### src/rtl/keylock_pkg.sv
package keylock_pkg;

    typedef enum logic [1:0] {
        KEY_A     = 2'd0,
        KEY_B     = 2'd1,
        KEY_WRONG = 2'd2
    } key_kind_e;

    // Meaningful only while the key-active flag is high.
    function automatic key_kind_e classify_key(input logic line_a, input logic line_b);
        if (line_a && !line_b) begin
            return KEY_A;
        end else if (line_b && !line_a) begin
            return KEY_B;
        end
        return KEY_WRONG;
    endfunction

endpackage

### src/rtl/keylock_keydec.sv
module keylock_keydec
    import keylock_pkg::*;
(
    input  logic      clk,
    input  logic      rst,
    input  logic      key_k,
    input  logic      key_a,
    input  logic      key_b,
    output logic      press_o,
    output key_kind_e kind_o
);

    typedef struct packed {
        logic k_seen;
    } dec_t;

    dec_t dec_d, dec_q;

    always_comb begin
        dec_d        = dec_q;
        dec_d.k_seen = key_k;
        press_o      = key_k && !dec_q.k_seen;
        kind_o       = classify_key(key_a, key_b);
    end

    always_ff @(posedge clk) begin
        if (rst) begin
            dec_q <= '0;
        end else begin
            dec_q <= dec_d;
        end
    end

    // a held key cannot produce two presses in a row
    a_r3_single_press: assert property (@(posedge clk) disable iff (rst)
        press_o |=> !press_o);

    // with the flag low no press is ever reported
    a_r2_no_key: assert property (@(posedge clk) disable iff (rst)
        !key_k |-> !press_o);

endmodule

### src/rtl/keylock_seq.sv
module keylock_seq
    import keylock_pkg::*;
#(
    parameter int                    PASS_LEN = 3,
    parameter logic [PASS_LEN-1:0]   PASS_SEQ = 3'b101,
    parameter int                    CNT_W    = 4
) (
    input  logic             clk,
    input  logic             rst,
    input  logic             press_i,
    input  key_kind_e        kind_i,
    output logic             unlock_o,
    output logic [CNT_W-1:0] count_o
);

    localparam int              DEP_W = $clog2(PASS_LEN + 1);
    localparam logic [DEP_W-1:0] LAST = DEP_W'(PASS_LEN);

    typedef struct packed {
        logic [DEP_W-1:0] depth;
        logic             bad;
    } seq_t;

    seq_t      seq_d, seq_q;
    logic      want_b;
    key_kind_e want_kind;

    always_comb begin
        want_b = 1'b0;
        for (int i = 0; i < PASS_LEN; i++) begin
            if (seq_q.depth == DEP_W'(i)) begin
                want_b = PASS_SEQ[i];
            end
        end
        want_kind = want_b ? KEY_B : KEY_A;
    end

    always_comb begin
        seq_d = seq_q;
        if (seq_q.depth == LAST) begin
            seq_d = '0;
        end else if (press_i) begin
            seq_d.depth = seq_q.depth + DEP_W'(1);
            if (kind_i != want_kind) begin
                seq_d.bad = 1'b1;
            end
        end
    end

    always_ff @(posedge clk) begin
        if (rst) begin
            seq_q <= '0;
        end else begin
            seq_q <= seq_d;
        end
    end

    assign unlock_o = (seq_q.depth == LAST) && !seq_q.bad;
    assign count_o  = CNT_W'(seq_q.depth);

    // reset leaves count 0 and no unlock
    a_r1_reset_state: assert property (@(posedge clk)
        rst |=> (count_o == '0) && !unlock_o);

    // without a press the state holds below full depth
    a_r3_hold: assert property (@(posedge clk) disable iff (rst)
        (!press_i && seq_q.depth != LAST) |=> $stable(seq_q));

    // an accepted press raises the count by one
    a_r4_count_step: assert property (@(posedge clk) disable iff (rst)
        (press_i && seq_q.depth != LAST) |=> count_o == $past(count_o) + CNT_W'(1));

    // a mismatched press puts the entry on the failed path
    a_r6_mismatch: assert property (@(posedge clk) disable iff (rst)
        (press_i && seq_q.depth != LAST && kind_i != want_kind) |=> seq_q.bad);

    // full depth always returns to the start state
    a_r7_return: assert property (@(posedge clk) disable iff (rst)
        (seq_q.depth == LAST) |=> (count_o == '0) && !unlock_o);

    // unlock is a single-cycle pulse
    a_r8_pulse: assert property (@(posedge clk) disable iff (rst)
        unlock_o |=> !unlock_o);

endmodule

### src/rtl/keylock_ctrl.sv
module keylock_ctrl
    import keylock_pkg::*;
#(
    parameter int                  PASS_LEN = 3,
    parameter logic [PASS_LEN-1:0] PASS_SEQ = 3'b101,
    parameter int                  CNT_W    = 4
) (
    input  logic             clk,
    input  logic             rst,
    input  logic             key_k,
    input  logic             key_a,
    input  logic             key_b,
    output logic             unlock,
    output logic [CNT_W-1:0] press_count
);

    logic      press_w;
    key_kind_e kind_w;

    keylock_keydec u_dec (
        .clk     (clk),
        .rst     (rst),
        .key_k   (key_k),
        .key_a   (key_a),
        .key_b   (key_b),
        .press_o (press_w),
        .kind_o  (kind_w)
    );

    keylock_seq #(
        .PASS_LEN (PASS_LEN),
        .PASS_SEQ (PASS_SEQ),
        .CNT_W    (CNT_W)
    ) u_seq (
        .clk      (clk),
        .rst      (rst),
        .press_i  (press_w),
        .kind_i   (kind_w),
        .unlock_o (unlock),
        .count_o  (press_count)
    );

endmodule

### config.mk
export PLATFORM = sky130hd
export DESIGN_NAME = keylock_ctrl
export DESIGN_NICKNAME = d
export VERILOG_FILES = /design/src/rtl/keylock_pkg.sv /design/src/rtl/keylock_keydec.sv /design/src/rtl/keylock_seq.sv /design/src/rtl/keylock_ctrl.sv
export SDC_FILE = /design/constraint.sdc
export NUM_CORES = 1
export LEC_CHECK = 0
export BUFFER_PORTS_ARGS = -buffer_cell sky130_fd_sc_hd__clkbuf_2
export CAP_MARGIN = 0
export CORE_AREA = 4 4 41 43
export DETAILED_ROUTE_END_ITERATION = 16
export DIE_AREA = 0 0 45 47
export GPL_TIMING_DRIVEN = 0
export PLACE_DENSITY = 0.4
export SLEW_MARGIN = 20
export SYNTH_ARGS = -nofsm -noshare
export SYNTH_HDL_FRONTEND = slang
export SYNTH_SLANG_ARGS = --single-unit
### constraint.sdc
create_clock -name clk -period 3.1 [get_ports clk]
set_clock_uncertainty 0.2 [all_clocks]
set_input_delay 0.465 -clock clk [delete_from_list [all_inputs] [get_ports clk]]
set_output_delay 0.465 -clock clk [all_outputs]
set_load 0.1 [all_outputs]
== After elaboration in Yosys (flattened, before gate mapping) ==
Cells that the tools add are included.
Word-level totals
  bits in registers: 4
  word-level logic and storage cells: 28
  output and inout port bits: 5
  input bits: 5
Operators by class
  muxes and demuxes: 9
  add/sub/neg operators: 1
  equal/unequal tests: 4
  reductions and logical operators: 11
Operator list (count)
  $mux W1: 6
  $mux W2: 3
  $eq A2 B2 Y1 const B: 2
  $logic_and A1 B1 Y1: 4
  $logic_not A1 Y1: 4
  $add A2 B1 Y2 const B: 1
  $eq A2 B1 Y1 const B: 1
  $logic_not A2 Y1: 1
  $ne A2 B2 Y1: 1
  $reduce_and A2 Y1: 1
  $reduce_or A2 Y1: 1

== Logic depth before layout (Yosys ltp) ==
Gate-level depths: netlist of the first run.
  depth in word-level cells: 7
  depth in mapped cells: 5
  gate-level depth less buffers: 5

== Hierarchy ==
A second synthesis of the first run with hierarchy kept.
Unflattened totals
  cell total of the unflattened synthesis: 23
  area total of the unflattened synthesis: 236.5 sq um
Modules (own cells, without submodules)
  keylock_seq: cells an instance 18, area each 172.7 sq um, seq. area each 60.1 sq um, times used 1
  keylock_keydec: cells an instance 5, area each 63.8 sq um, seq. area each 20.0 sq um, times used 1

== Worst setup path before layout of the first run ==
OpenSTA, ideal clock, no wires.
  path type: register -> output
  from: register u_seq.seq_q (netlist bit u_seq.count_o[1])
  to: output port unlock
  path buffers: 0
  slack: 0.481 ns
  cell stages (with the launch flop): 3
  data arrival time: 1.954 ns
  data required time: 2.435 ns
  cells stage by stage: dfxtp_1 ha_1 nor2b_1
On the way
  cells in the longest elaborated chain, start to end: 2
Ends and longest elaborated chain
  start: declaration: RTL line keylock_seq.sv:24  | seq_t seq_d, seq_q;
  start signal: assignment: RTL line keylock_seq.sv:54  | seq_q <= seq_d;
  $eq A2 B2 Y1: RTL line keylock_seq.sv:58  | assign unlock_o = (seq_q.depth == LAST) && !seq_q.bad;
  $logic_and A1 B1 Y1: RTL line keylock_seq.sv:58
  end: declaration: RTL line keylock_ctrl.sv:13  | output logic unlock,
No other way between the ends.

== Worst setup path in the final report of the first run ==
Same ends and word-level chain as after synthesis.

==> results of run 1 <==
-- power by group through the flow --
stage | registers, mW | clock network (mW) | logic [mW]
2_1_floorplan | 0.0614 | 0 | 0.0560
3_3_place_gp | 0.0622 | 0 | 0.0639
3_5_place_dp | 0.0623 | 0 | 0.0649
4_1_cts | 0.0615 | 0.0665 | 0.0651
5_1_grt | 0.0625 | 0.0711 | 0.0697
6_report | 0.0614 | 0.0636 | 0.0641
-- worst max-delay path: cells and delay by family, from the launching register on --
kind,cells,cell delay (ps)
AND/OR/NAND/NOR,1,150
adder cells (fa/ha/maj),1,250
buffers and inverters,1,460
flip-flops,1,380
-- cells in the mapped netlist, drive strengths merged --
| cell | count |
|---|---|
| conb | 1 |
| nor2 | 3 |
| xnor2 | 1 |
| mux2i | 1 |
| a2111oi | 1 |
| buf | 4 |
| inv | 3 |
| nor3 | 2 |
| xor2 | 1 |
| ha | 4 |
| nor2b | 3 |
| dfxtp | 4 |
-- stage by stage --
step	hold WS [ps]	area [um2]	instances	power, mW	setup WS (ps)
after floorplan	315	272	29	0.117	481
after detailed placement	340	325	51	0.127	1180
after global routing	264	348	54	0.203	809
after global placement	329	325	51	0.126	1190
final	257	348	54	0.189	959
after CTS	253	348	54	0.193	929
-- state kept, by name, summed over array words and instances (netlist names) --
name           cells
u_seq.count_o      2
u_dec.dec_q        1
u_seq.seq_q        1
-- metal layers --
| layer | share of wire [%] | wire [um] | up-vias | track usage, % |
|---|---|---|---|---|
| li1 | - | - | 105 | - |
| met1 | 45 | 194 | 77 | 6.61 |
| met2 | 39 | 168 | 11 | 7.06 |
| met3 | 17 | 72 | 0 | 4.60 |
| met4 | 0 | 0 | 0 | 0 |
| met5 | 0 | 0 | - | 0 |
-- layout make-up --
cell class	instances	area share, %
buffer	4	8.63
clock buffer	3	6.47
inverter	3	3.24
multi-input combinational	18	43.2
sequential	4	23.0
tap	15	5.40
timing repair buffer	7	10.1
-- worst paths after layout --
kind,cells past startpoint,end,start,slack [ps]
setup / recovery,3,unlock,u_seq.count_o[1],960
setup reg to reg,5,u_seq.seq_q[0],u_seq.count_o[0],1600
hold reg to reg,2,u_seq.seq_q[0],u_seq.seq_q[0],340
hold / removal,2,u_dec.dec_q,rst,260
-- kinds of logic after synthesis --
kind of cell | Yosys count
AO/OA/AOI/OAI | 1
XOR/XNOR | 2
adder cells (fa/ha/maj) | 4
buffers and inverters | 7
flip-flops | 4
multiplexers | 1
other | 1
AND/OR/NAND/NOR | 8
==> results.cfg, run 1 <==
[floorplanning]
die-area_um2 = 2120
ios = 10
dieWidth_um = 45
rows = 13
coreArea_um2 = 1300
initial_utilization_pct = 20.6
die_h_um = 47

[clock_tree]
cts_made_buffers = 3
postCtsResizedCells = 0
postCtsSetupRepairBufs = 0
root_buffer = clkbuf_4
htree_levels = 1
cts_tree = done
cts_buffer_depth = 2
cts.hold.buffers_added = 0
clk-insertion-delay-late_ps = 230
path_clk_slew_ps = 40
numClockSinks = 4

[pwr]
power.density_nw_per_um2 = 544
p_clk_share_pct = 33.7
share_seq_of_total_power_pct = 32.4
ir_drop_uv = 205
p_leak_nw = 0.182
switching_share_pct = 36.9
switchingPower_mw = 0.0698
internal-power_mw = 0.119
pwr-share-comb_pct = 33.9

[status]
status = complete, no violations

[global_route]
overflow = 0
grt_first_pass_wirelength_um = 779
grt_pass1_vias = 188
antenna_found_initial = 0
grt_use_total_pct = 5.22
grt_max_degree = 6

[sta]
maxClockFrequency_mhz = 467
finalSetupViolations = 0
final-hold-violation-count = 0
drv_slew = 0
maxSlewHeadroom_pct = 64.0
setup_tns_ps = 0
fin_crit_sh_pct = 69.0
fin_crit_ps = 2140
worst_pin_slew_ps = 543
grt_setup_unrepaired = no

[placement]
place_hpwl_um = 372
gp_congestion = 0.681
io_buffers = 7

[yosys]
synth_top_area_share_pct = 29.9
synth_cells = 28
synth_compound_area_share_pct = 5.61
yosysSeqAreaShare_pct = 29.9
synthAdderAreaFrac_pct = 18.7
yosysWarnings = 0
syn-cell-area_um2 = 268
synth-xor-area-share_pct = 6.54
synth_cell_types = 14
yosys.area.top_type = dfxtp_1
netlist_top_cells_area = dfxtp_1 30%, ha_1 19%, buf_4 11%
synth_top_family_by_area = adder cells
yosys_register_bits = 4
yosys.area_share.simple_pct = 18.7
muxShareOfSynthArea_pct = 3.74
synth_area_per_cell_um2 = 9.56

[setup_path]
slowest_stage = clkbuf_2
cp.arrival_ps = 1480
start_kind = flip-flop
cp-end-kind = output port
crit_path_max_incr_delay_ps = 460
worstPathMaxFanout = 5
worst_ep_required_time_ps = 2430
path_class = reg -> out
path_cells = ha_1, nor2b_1, clkbuf_2

[finish]
antenna-diode-count = 0
multiInputGateArea_um2 = 150
fin_nets = 50
layout_common_cells = 7 x clkbuf_2, 4 x ha_1, 4 x buf_4, 4 x dfxtp_1
n_fill_cell = 154
area_growth_pct = 29.9
mostFrequentLayoutCell = clkbuf_2
regArea_um2 = 80.1
final_layout_size_suffix_gt1_share_pct = 43.6
post-route-util_pct = 26.7

[route]
antenna_left = 0
wire_per_inst_um = 8.04
vias_per_cell = 3.57
wl_um = 434
vias = 193
drc = 0
first_iter_violations = 0
dr.pass1.iters = 1

[flow_run]
cap_violations = 0

[worst_hold_path]
hold_path_class = in -> reg
(Power assumes the default switching activity.)
==> run 2: changes to the inputs <==
Clock period 3.1 ns to 2.2 ns, I/O delays scaled along.
==> results.cfg, run 2 (synthesis results as in run 1) <==
[status]
status = complete, no violations

[floorplanning]
ios = 10
rows = 13
initial_utilization_pct = 20.6
coreArea_um2 = 1300
die_h_um = 47
die-area_um2 = 2120
dieWidth_um = 45

[clock_tree]
numClockSinks = 4
postCtsResizedCells = 0
htree_levels = 1
cts.hold.buffers_added = 0
postCtsSetupRepairBufs = 0
cts_tree = done
clk-insertion-delay-late_ps = 230
cts_buffer_depth = 2
path_clk_slew_ps = 40
cts_made_buffers = 3
root_buffer = clkbuf_4

[pwr]
internal-power_mw = 0.168
ir_drop_uv = 307
p_clk_share_pct = 33.3
power.density_nw_per_um2 = 757
share_seq_of_total_power_pct = 32.8
switchingPower_mw = 0.0973
pwr-share-comb_pct = 33.9
switching_share_pct = 36.7
p_leak_nw = 0.182

[finish]
final_layout_size_suffix_gt1_share_pct = 46.2
largest_reg_flops = 2
mostFrequentLayoutCell = clkbuf_2
final_area_um2 = 350
post-route-util_pct = 26.9
stdcell_count = 54
layout_common_cells = 7 x clkbuf_2, 4 x ha_1, 4 x buf_4, 4 x dfxtp_1
area_growth_pct = 30.8
fin_nets = 50
antenna-diode-count = 0

[setup_path]
path_class = reg -> out
path_delay_family = buffers and inverters
slowest_stage = clkbuf_2
worst_ep_required_time_ps = 1670
cp-end-kind = output port
start_kind = flip-flop
crit_path_max_incr_delay_ps = 450
cp.arrival_ps = 1490
cp-startpoint = u_seq.count_o[1]
path_cells = ha_1, nor2b_2, clkbuf_2
path_buf_inv = 1
r2r_start = u_seq.count_o[0]
worstPathMaxFanout = 5

[placement]
io_buffers = 7
place_hpwl_um = 370
gp_congestion = 0.675
dp_cells = 51
place_area_um2 = 328

[route]
antenna_left = 0
drc = 0
wire_per_inst_um = 8.07
first_iter_violations = 1
wl_um = 436
dr.pass1.iters = 2
vias_per_cell = 3.50
vias = 189

[global_route]
overflow = 0
grt_first_pass_wirelength_um = 696
antenna_found_initial = 0
grt_pass1_vias = 200
grt_use_total_pct = 4.82
grt_max_degree = 6

[flow_run]
cap_violations = 0

[sta]
setup_tns_ps = 0
drv_slew = 0
grt_setup_unrepaired = no
maxClockFrequency_mhz = 495
final-hold-violation-count = 0
fin_crit_sh_pct = 91.8
worst_pin_slew_ps = 541
maxSlewHeadroom_pct = 64.1
fin_crit_ps = 2020
finalSetupViolations = 0

[worst_hold_path]
hold_path_class = in -> reg
min_from = rst
-- run 2: worst paths after layout --
check,endpoint,cells past startpoint,slack (ps)
worst max register to register,u_seq.seq_q[0],5,670
worst max-delay path,unlock,3,180
worst min register to register,u_seq.seq_q[0],2,360
worst min-delay path,u_dec.dec_q,2,130
-- run 2: cell type report --
type,count,area [um2]
Multi-Input combinational cell,18,153
Timing Repair Buffer,7,35.0
Clock buffer,3,22.5
Sequential cell,4,80.1
Buffer,4,30.0
Tap cell,15,18.8
Fill cell,154,951
Inverter,3,11.3
-- run 2: power groups by stage --
stage               registers [mW]  logic (mW)  clock network (mW)
global route                0.0881      0.0971              0.0983
CTS                         0.0870      0.0917              0.0939
global placement            0.0877      0.0905                   0
detailed placement          0.0880      0.0913                   0
floorplan                   0.0869      0.0790                   0
finish                      0.0869      0.0900              0.0884
-- run 2: layer usage --
| metal | GRT usage [%] | part of all wire, % | wire (um) | vias up |
|---|---|---|---|---|
| met5 | 0 | 0 | 0 | - |
| met4 | 7.02 | 0 | 0 | 0 |
| met3 | 1.53 | 9.9 | 43 | 0 |
| met2 | 7.06 | 51 | 223 | 6 |
| met1 | 4.56 | 39 | 169 | 79 |
| li1 | - | - | - | 104 |
-- run 2: through the flow --
step | total power, mW | setup slack [ps] | hold slack [ps]
after floorplan | 0.166 | 233 | 202
after global placement | 0.178 | 438 | 339
after detailed placement | 0.179 | 419 | 357
after CTS | 0.273 | 162 | 129
after global routing | 0.283 | 61.1 | 131
final | 0.265 | 181 | 127
